File: config.mk
export PLATFORM = sky130hd
export DESIGN_NAME = timer_watchdog_unit
export DESIGN_NICKNAME = d
export VERILOG_FILES = /design/src/rtl/timer_pkg.sv /design/src/rtl/timer_datapath.sv /design/src/rtl/timer_ctrl.sv /design/src/rtl/timer_watchdog_unit.sv
export SDC_FILE = /design/constraint.sdc
export NUM_CORES = 1
export LEC_CHECK = 0
export BUFFER_PORTS_ARGS = -buffer_cell sky130_fd_sc_hd__buf_2
export CORE_ASPECT_RATIO = 0.75
export CORE_MARGIN = 1
export CORE_UTILIZATION = 51
export CTS_CLUSTER_SIZE = 14
export DETAILED_ROUTE_END_ITERATION = 6
export GPL_TIMING_DRIVEN = 1
export PLACE_DENSITY = 0.81
export SLEW_MARGIN = 20
export SYNTH_ARGS = -nofsm -noshare
export SYNTH_HDL_FRONTEND = slang
export SYNTH_SLANG_ARGS = --single-unit
File: constraint.sdc
create_clock -name clk -period 3.11 [get_ports clk]
set_input_delay 0.7775 -clock clk [delete_from_list [all_inputs] [get_ports clk]]
set_output_delay 0.7775 -clock clk [all_outputs]
set_load 0.02 [all_outputs]
File: src/rtl/timer_pkg.sv
package timer_pkg;
  localparam int CtlWdtSelLo  = 30;
  localparam int CtlRstTypeLo = 28;
  localparam int CtlWdtIe     = 27;
  localparam int CtlPitEn     = 26;
  localparam int CtlFitSelLo  = 24;
  localparam int CtlFitIe     = 23;
  localparam int CtlPitAuto   = 22;

  localparam int StWdtFirst   = 31;
  localparam int StWdtSecond  = 30;
  localparam int StRstLo      = 28;
  localparam int StPit        = 27;
  localparam int StFit        = 26;

  localparam logic [31:0] W1cMask = 32'hCC00_0000;

  typedef struct packed {
    logic       tick;
    logic       pitLoad;
    logic       pitRun;
    logic       pitAuto;
    logic [1:0] fitSel;
    logic [1:0] wdtSel;
  } tmrStrobe_t;

  typedef struct packed {
    logic fitExp;
    logic wdtExp;
    logic pitExp;
  } tmrEvent_t;
endpackage

File: src/rtl/timer_datapath.sv
module timer_datapath
  import timer_pkg::*;
#(
  parameter int PIT_W    = 32,
  parameter int FIT_BASE = 9,
  parameter int WDT_BASE = 17,
  parameter int TAP_STEP = 4
) (
  input  logic             clk,
  input  logic             rstN,
  input  tmrStrobe_t       strobe,
  input  logic [PIT_W-1:0] pitWrData,
  output logic [PIT_W-1:0] pitCount,
  output tmrEvent_t        events
);
  localparam int FitTop = FIT_BASE + 3 * TAP_STEP;
  localparam int WdtTop = WDT_BASE + 3 * TAP_STEP;
  localparam int TbW    = (FitTop > WdtTop) ? FitTop : WdtTop;

  function automatic logic [TbW-1:0] tapMask(input int n);
    logic [TbW-1:0] m;
    m = '0;
    for (int i = 0; i < TbW; i++) begin
      if (i < n) m[i] = 1'b1;
    end
    return m;
  endfunction

  logic [TbW-1:0]   timeBase;
  logic [TbW-1:0]   fitMask [4];
  logic [TbW-1:0]   wdtMask [4];
  logic [PIT_W-1:0] pitReload;
  logic             fitHit, wdtHit;

  for (genvar g = 0; g < 4; g++) begin : g_tap
    assign fitMask[g] = tapMask(FIT_BASE + g * TAP_STEP);
    assign wdtMask[g] = tapMask(WDT_BASE + g * TAP_STEP);
  end

  assign fitHit = &(timeBase | ~fitMask[strobe.fitSel]);
  assign wdtHit = &(timeBase | ~wdtMask[strobe.wdtSel]);

  always_comb begin
    events.fitExp = strobe.tick & fitHit;
    events.wdtExp = strobe.tick & wdtHit;
    events.pitExp = !strobe.pitLoad && strobe.pitRun && (pitCount == PIT_W'(1));
  end

  always_ff @(posedge clk) begin
    if (!rstN) begin
      timeBase <= '0;
    end else if (strobe.tick) begin
      timeBase <= timeBase + 1'b1;
    end
  end

  always_ff @(posedge clk) begin
    if (!rstN) begin
      pitCount  <= '0;
      pitReload <= '0;
    end else if (strobe.pitLoad) begin
      pitReload <= pitWrData;
      pitCount  <= (pitWrData > PIT_W'(1)) ? pitWrData : '0;
    end else if (strobe.pitRun && pitCount != '0) begin
      if (pitCount == PIT_W'(1)) pitCount <= strobe.pitAuto ? pitReload : '0;
      else                       pitCount <= pitCount - 1'b1;
    end
  end

  // without a step or a load the remaining count must hold
  a_r9_count_hold: assert property (@(posedge clk) disable iff (!rstN)
    (!strobe.pitRun && !strobe.pitLoad) |=> $stable(pitCount));

  // a write of 0 or 1 leaves the interval timer stopped
  a_r6_small_load_stops: assert property (@(posedge clk) disable iff (!rstN)
    (strobe.pitLoad && pitWrData <= PIT_W'(1)) |=> (pitCount == '0));
endmodule

File: src/rtl/timer_ctrl.sv
module timer_ctrl
  import timer_pkg::*;
(
  input  logic        clk,
  input  logic        rstN,
  input  logic        tickEn,
  input  logic        ctrlWrEn,
  input  logic [31:0] ctrlWrData,
  input  logic        statClrEn,
  input  logic [31:0] statClrData,
  input  logic        pitWrEn,
  input  tmrEvent_t   events,
  output tmrStrobe_t  strobe,
  output logic [31:0] ctrlReg,
  output logic [31:0] statReg,
  output logic        pitIrq,
  output logic        fitIrq,
  output logic        wdtIrq,
  output logic        rstReq,
  output logic [1:0]  rstType
);
  logic [31:0] statNext;
  logic        wdtDone, doneNext;

  always_comb begin
    strobe.tick    = tickEn;
    strobe.pitLoad = pitWrEn;
    strobe.pitRun  = tickEn & ctrlReg[CtlPitEn];
    strobe.pitAuto = ctrlReg[CtlPitAuto];
    strobe.fitSel  = ctrlReg[CtlFitSelLo +: 2];
    strobe.wdtSel  = ctrlReg[CtlWdtSelLo +: 2];
  end

  always_comb begin
    statNext = statReg;
    doneNext = wdtDone;
    if (statClrEn) statNext = statNext & ~(statClrData & W1cMask);
    if (events.fitExp) statNext[StFit] = 1'b1;
    if (events.pitExp) statNext[StPit] = 1'b1;
    if (events.wdtExp && !wdtDone) begin
      unique case (statReg[StWdtSecond +: 2])
        2'b10: statNext[StWdtSecond] = 1'b1;
        2'b11: begin
          statNext[StRstLo +: 2] = ctrlReg[CtlRstTypeLo +: 2];
          doneNext               = 1'b1;
        end
        default: statNext[StWdtFirst] = 1'b1;
      endcase
    end
  end

  always_ff @(posedge clk) begin
    if (!rstN) begin
      ctrlReg <= '0;
      statReg <= '0;
      wdtDone <= 1'b0;
    end else begin
      if (ctrlWrEn) ctrlReg <= ctrlWrData;
      statReg <= statNext;
      wdtDone <= doneNext;
    end
  end

  assign pitIrq  = statReg[StPit] & ctrlReg[CtlPitEn];
  assign fitIrq  = statReg[StFit] & ctrlReg[CtlFitIe];
  assign wdtIrq  = statReg[StWdtSecond] & ctrlReg[CtlWdtIe];
  assign rstType = statReg[StRstLo +: 2];
  assign rstReq  = wdtDone & (|rstType);

  // once issued the reset request and its type are held
  a_r4_req_sticky: assert property (@(posedge clk) disable iff (!rstN)
    rstReq |=> (rstReq && $stable(rstType)));

  // the second stage can only follow a set first-stage flag
  a_r3_stage_order: assert property (@(posedge clk) disable iff (!rstN)
    $rose(statReg[StWdtSecond]) |-> $past(statReg[StWdtFirst]));

  // an interval expiry leaves its status bit set
  a_r7_pit_flag: assert property (@(posedge clk) disable iff (!rstN)
    events.pitExp |=> statReg[StPit]);

  // a fixed-timer expiry leaves its status bit set
  a_r5_fit_flag: assert property (@(posedge clk) disable iff (!rstN)
    events.fitExp |=> statReg[StFit]);
endmodule

File: src/rtl/timer_watchdog_unit.sv
module timer_watchdog_unit
  import timer_pkg::*;
#(
  parameter int PIT_W    = 32,
  parameter int FIT_BASE = 9,
  parameter int WDT_BASE = 17,
  parameter int TAP_STEP = 4
) (
  input  logic             clk,
  input  logic             rstN,
  input  logic             tickEn,
  input  logic             ctrlWrEn,
  input  logic [31:0]      ctrlWrData,
  input  logic             statClrEn,
  input  logic [31:0]      statClrData,
  input  logic             pitWrEn,
  input  logic [PIT_W-1:0] pitWrData,
  output logic [31:0]      ctrlOut,
  output logic [31:0]      statOut,
  output logic [PIT_W-1:0] pitCount,
  output logic             pitIrq,
  output logic             fitIrq,
  output logic             wdtIrq,
  output logic             rstReq,
  output logic [1:0]       rstType
);
  tmrStrobe_t strobe;
  tmrEvent_t  events;

  timer_ctrl i_ctrl (
    .clk(clk), .rstN(rstN), .tickEn(tickEn),
    .ctrlWrEn(ctrlWrEn), .ctrlWrData(ctrlWrData),
    .statClrEn(statClrEn), .statClrData(statClrData),
    .pitWrEn(pitWrEn), .events(events), .strobe(strobe),
    .ctrlReg(ctrlOut), .statReg(statOut),
    .pitIrq(pitIrq), .fitIrq(fitIrq), .wdtIrq(wdtIrq),
    .rstReq(rstReq), .rstType(rstType)
  );

  timer_datapath #(
    .PIT_W(PIT_W), .FIT_BASE(FIT_BASE), .WDT_BASE(WDT_BASE), .TAP_STEP(TAP_STEP)
  ) i_dp (
    .clk(clk), .rstN(rstN), .strobe(strobe),
    .pitWrData(pitWrData), .pitCount(pitCount), .events(events)
  );
endmodule

Word-level counts from Yosys, hierarchy flattened
Index checks and enable logic that the tools add are counted.
- register bits: 158
- input port bits: 102
- output and inout bits: 102
- word-level logic and storage cells: 65
- add/sub/neg operators: 2
- order comparisons: 3
- equal/unequal tests: 3
- mux-type cells: 18
- bitwise operators: 15
- reduce and logical (&&, ||, !) cells: 15
- operator list (cell ; count):
    $mux W32 ; 6
    $bmux W29 S2 ; 2
    $mux W29 ; 4
    $not A29 Y29 ; 2
    $or A29 B29 Y29 ; 2
    $reduce_and A29 Y1 ; 2
    $and A32 B32 Y32 ; 1
    $eq A32 B1 Y1 const B ; 1
    $gt A32 B1 Y1 const B ; 1
    $not A32 Y32 ; 1
    $reduce_bool A32 Y1 ; 1
    $sub A32 B1 Y32 const B ; 1
    $add A29 B1 Y29 const B ; 1
    $and A1 B1 Y1 ; 7
    $ge A3 B3 Y1 const B ; 2
    $not A2 Y3 ; 2
    $reduce_bool A2 Y1 ; 3
    $eq A2 B2 Y1 const B ; 2
    $logic_and A1 B1 Y1 ; 4
    $mux W1 ; 4
    $mux W4 ; 1
    $reduce_or A2 Y1 ; 2
    $logic_not A1 Y1 ; 2
    $mux W2 ; 1
    $reduce_and A2 Y1 ; 1

Logic depth before layout (Yosys ltp)
- word-level depth: 10
- mapped depth: 9
- depth with buffers taken out: 7

By module
From an unflattened synthesis, not the netlist that was laid out.
- cell total of the unflattened synthesis: 761
- area total of the unflattened synthesis: 6885.4 um2
- by module, submodules not included (module ; instances ; cells an instance ; area an instance (um2) ; seq. area each (um2)):
    timer_datapath ; 1 ; 591 ; 5068.6 ; 1861.8
    timer_ctrl ; 1 ; 170 ; 1816.7 ; 780.7

Least setup slack after synthesis
No wires, ideal clock.
- path kind: register -> register
- start point: reg i_dp.pitCount[10]
- end point: reg i_dp.pitCount[27]
- library setup time: 0.117 ns
- arrival: 2.705 ns
- data required time: 2.993 ns
- slack: 0.288 ns
- cell stages (with the launch flop): 9
- buffers on the path: 2
- clock period less this slack: 2.822 ns
- cell sequence: dfxtp_1 or4_1 buf_2 or3_4 or4_4 a31oi_4 nor2_2 buf_6 a32o_1
- longest elaborated chain between the ends: 4
- elaborated cells between the ends (all ways): 8
- classes of those cells: add/sub: 1; eq/ne: 1; mux: 3; reduce/logical: 3
- RTL lines (item ; line ; text):
    from (decl) ; timer_datapath.sv:13 ; output logic [PIT_W-1:0] pitCount,
    from (signal assigned) ; timer_datapath.sv:63 ; pitCount <= (pitWrData > PIT_W'(1)) ? pitWrData : '0;
    from (signal assigned) ; timer_datapath.sv:65 ; if (pitCount == PIT_W'(1)) pitCount <= strobe.pitAuto ? pitReload : '0;
    from (signal assigned) ; timer_datapath.sv:66 ; else pitCount <= pitCount - 1'b1;
    $sub A32 B1 Y32 or $eq A32 B1 Y1 (tied branches) ; timer_datapath.sv:66, timer_datapath.sv:65 ;
    $mux W32 ; timer_datapath.sv:65 ;
    $mux W32 ; timer_datapath.sv:64 ; end else if (strobe.pitRun && pitCount != '0) begin
    $mux W32 ; timer_datapath.sv:61 ; end else if (strobe.pitLoad) begin
Parallel ways exist; a longest one is shown, timed or not. The select of a mux whose other input is x is not followed.
A chain may end at the register's enable or synchronous reset.

Worst setup path after layout
- start point: reg i_dp.pitCount[10]
- end point: reg i_dp.pitCount[11]
Same word-level chain as after synthesis.

==> impl_metrics.ini <==
[grt]
grt_max_degree = 99
grt_pass1_wl_um = 26800
met2_usage = 0.409
grt_usage = 0.270
top_usage_layer = met2
grt_use_met1 = 0.358
grt_pass1_vias = 5332
use_met3 = 0.0874
gr-total-overflow = 0
antenna_found_initial = 1

[critical_path]
cpPeakStageDelay_ns = 0.59
worstSetupPathType = reg -> reg
critPathLaunchType = flip-flop
crit_path_max_fanout = 25
cp-end-kind = flip-flop
cp_cell_sequence = or4_1 -> or3_4 -> or4_4 -> a31o_2 -> o21ai_0 -> a32o_1
crit_family = simple AND/OR/NAND/NOR gates
crit_slowest_cell = or4_1
critPathBufInv = 0
r2r_cells = 6
worstPathArrival_ns = 3.29
cp.depth = 6
crit_required_ns = 3.46

[routing]
ant_nets = 0
drt_iter0_markers = 528
viasPerCell = 5.68
drc = 0
wl_per_cell_um = 16.3
firstDrtPassIters = 5
finalWirelength_um = 16900
via_count = 5890

[place]
io_buffers = 149
hpwl_um = 11300
place_congestion = 0.842
place_inst = 1004
placed_area_um2 = 7140

[die]
fp.dieH_um = 98.4
rows = 34
ioPinCount = 204
start_util = 0.534
die-area_um2 = 12800
die_w_um = 131
core-area_um2 = 11800

[synthesis]
synth-compound-area-share = 0.166
synthCells = 718
ys_ff_latch = 132
yosysWarnings = 0
synth_fa_ha_area_frac = 0.00792
yosysUniqueCellTypes = 57
synth.cell_area_um2 = 6320
synthTopCellsByArea = dfxtp_1 (42%), mux2i_1 (9.2%), nor2_1 (7.2%)
yosysSeqAreaShare = 0.418
synth_xor_area_frac = 0.0374
synthFlopType = dfxtp_1
synth.area.mux_share = 0.0918
synthArstFlopShare = 0
synth_top_area_cell = dfxtp_1
synth_top_family_by_area = simple AND/OR/NAND/NOR gates
syn_area_per_cell_um2 = 8.80
synth_edf_count = 0
synthSimpleGateAreaFrac = 0.207
yosysTopAreaCellShare = 0.418

[clock_network]
clock_path_buffers = 2
cts_tree = done
cts_resized = 0
ctsHoldBuffers = 0
worstSkewPairLatency_ns = 0.42
postCtsSetupRepairBufs = 0
cts_root_buf = clkbuf_16
clk_transition_reported_paths_ns = 0.06
cts_made_buffers = 17
numClockSinks = 132
cts_max_level = 4

[cells_and_area]
drive_above_1_share = 0.240
layout_common_cells = buf_2 (149), dfxtp_1 (132), nor2_1 (121), mux2i_1 (58), o21ai_0 (34)
final_common_cell = buf_2
instances_no_fill = 1037
fin_nets = 967
final_area_um2 = 7760
syn_to_final_growth_pct = 22.7

[sta]
setup_viol = 0
fin_skew_ns = 0.00852
hold_viol = 0
maxSlewHeadroom = 0.292
period_share = 0.944
grt_setup_unrepaired = no
finalSetupTns_ns = 0
drv_slew = 0
timing.fmax_mhz = 341
worst-slew-pin-transition_ns = 1.06
period_needed_ns = 2.93

[hold_path]
min_path_cells = 2
min-delay-path-class = reg -> reg

[pwr]
power_density_nw_per_um2 = 601
peakVddDrop_v = 0.000405
total_power_mw = 4.66
p_leak_nw = 3.47

[status]
status = completed

[job]
drv_cap = 0
-- power by group --
group	switching [mW]	internal (mW)
Clock	0.724	1.38
Combinational	0.434	0.266
Sequential	0.0791	1.78
-- synth_stat cells, types with 2 or more instances --
cell	instances
clkbuf_1	28
nor3b_1	2
and3_1	8
a311oi_1	5
a221o_1	9
a21o_1	5
xor2_1	17
o22ai_1	2
a221oi_1	6
o21ai_1	3
a2111oi_0	2
a31oi_1	2
or4_1	5
buf_2	3
buf_4	29
and2_1	13
o211ai_1	5
nand3_1	19
or2_2	3
a22oi_1	10
nand2_1	28
nand2b_1	2
buf_6	4
nor2_1	121
xnor2_1	10
dfxtp_1	132
nand4_1	16
nor3_1	21
o21a_1	2
ha_1	4
nor4_1	14
inv_1	10
or3_1	8
mux2i_1	58
o21ai_0	34
nor2b_1	2
a21oi_1	28
buf_1	7
a32o_1	20
o31ai_1	4
-- per-stage QoR --
step | hold slack (ns) | utilization | worst slack (ns)
floorplan | 0.445 | - | 0.288
global placement | 0.457 | 0.603 | 0.324
detailed placement | 0.463 | 0.603 | 0.309
CTS | 0.473 | 0.656 | 0.212
global route | 0.505 | 0.656 | 0.153
finish | 0.476 | 0.656 | 0.175
-- final timing paths --
check,to,startpoint,slack (ns)
hold / removal,i_dp.pitReload[3]$_SDFFE_PN0P_,i_dp.pitReload[3]$_SDFFE_PN0P_,0.48
setup / recovery,i_dp.pitCount[11]$_SDFFE_PN0P_,i_dp.pitCount[10]$_SDFFE_PN0P_,0.18
setup reg to reg,i_dp.pitCount[11]$_SDFFE_PN0P_,i_dp.pitCount[10]$_SDFFE_PN0P_,0.18
hold reg to reg,i_dp.pitReload[3]$_SDFFE_PN0P_,i_dp.pitReload[3]$_SDFFE_PN0P_,0.48
-- sequential cells by signal, indices dropped and copies added, names as in the netlist --
| name | flops |
|---|---|
| i_ctrl.ctrlReg | 32 |
| i_ctrl.statReg | 6 |
| i_ctrl.wdtDone | 1 |
| i_dp.pitCount | 32 |
| i_dp.pitReload | 32 |
| i_dp.timeBase | 29 |
-- cells by family after synthesis --
group / after synthesis
simple gates: 269
compound gates: 145
flops: 132
buf+inv: 82
mux: 58
xor+xnor: 27
fa+ha+maj: 4
other cells: 1
-- metal layers --
layer  wire length, µm  vias up  part of all wire
li1                  -     2834                 -
met1              7550     2738              0.45
met2              7390      295              0.44
met3              1720       23              0.10
met4               212        0             0.013
met5                 0        -                 0
-- worst reg2reg max path, cell delays in order (launching register included) --
cell and delay (ns):
dfxtp_1 0.37, or4_1 0.60, or3_4 0.42, or4_4 0.58
a31o_2 0.45, o21ai_0 0.20, a32o_1 0.25
-- layout make-up --
type,instances,area (µm²)
sequential,132,2640
timing repair buffer,170,928
inverter,11,41.3
tap,162,203
multi-input combinational,529,3320
fill,1023,4070
clock buffer,23,468
antenna,1,2.50
clock inverter,9,151
(Power assumes the default switching activity.)
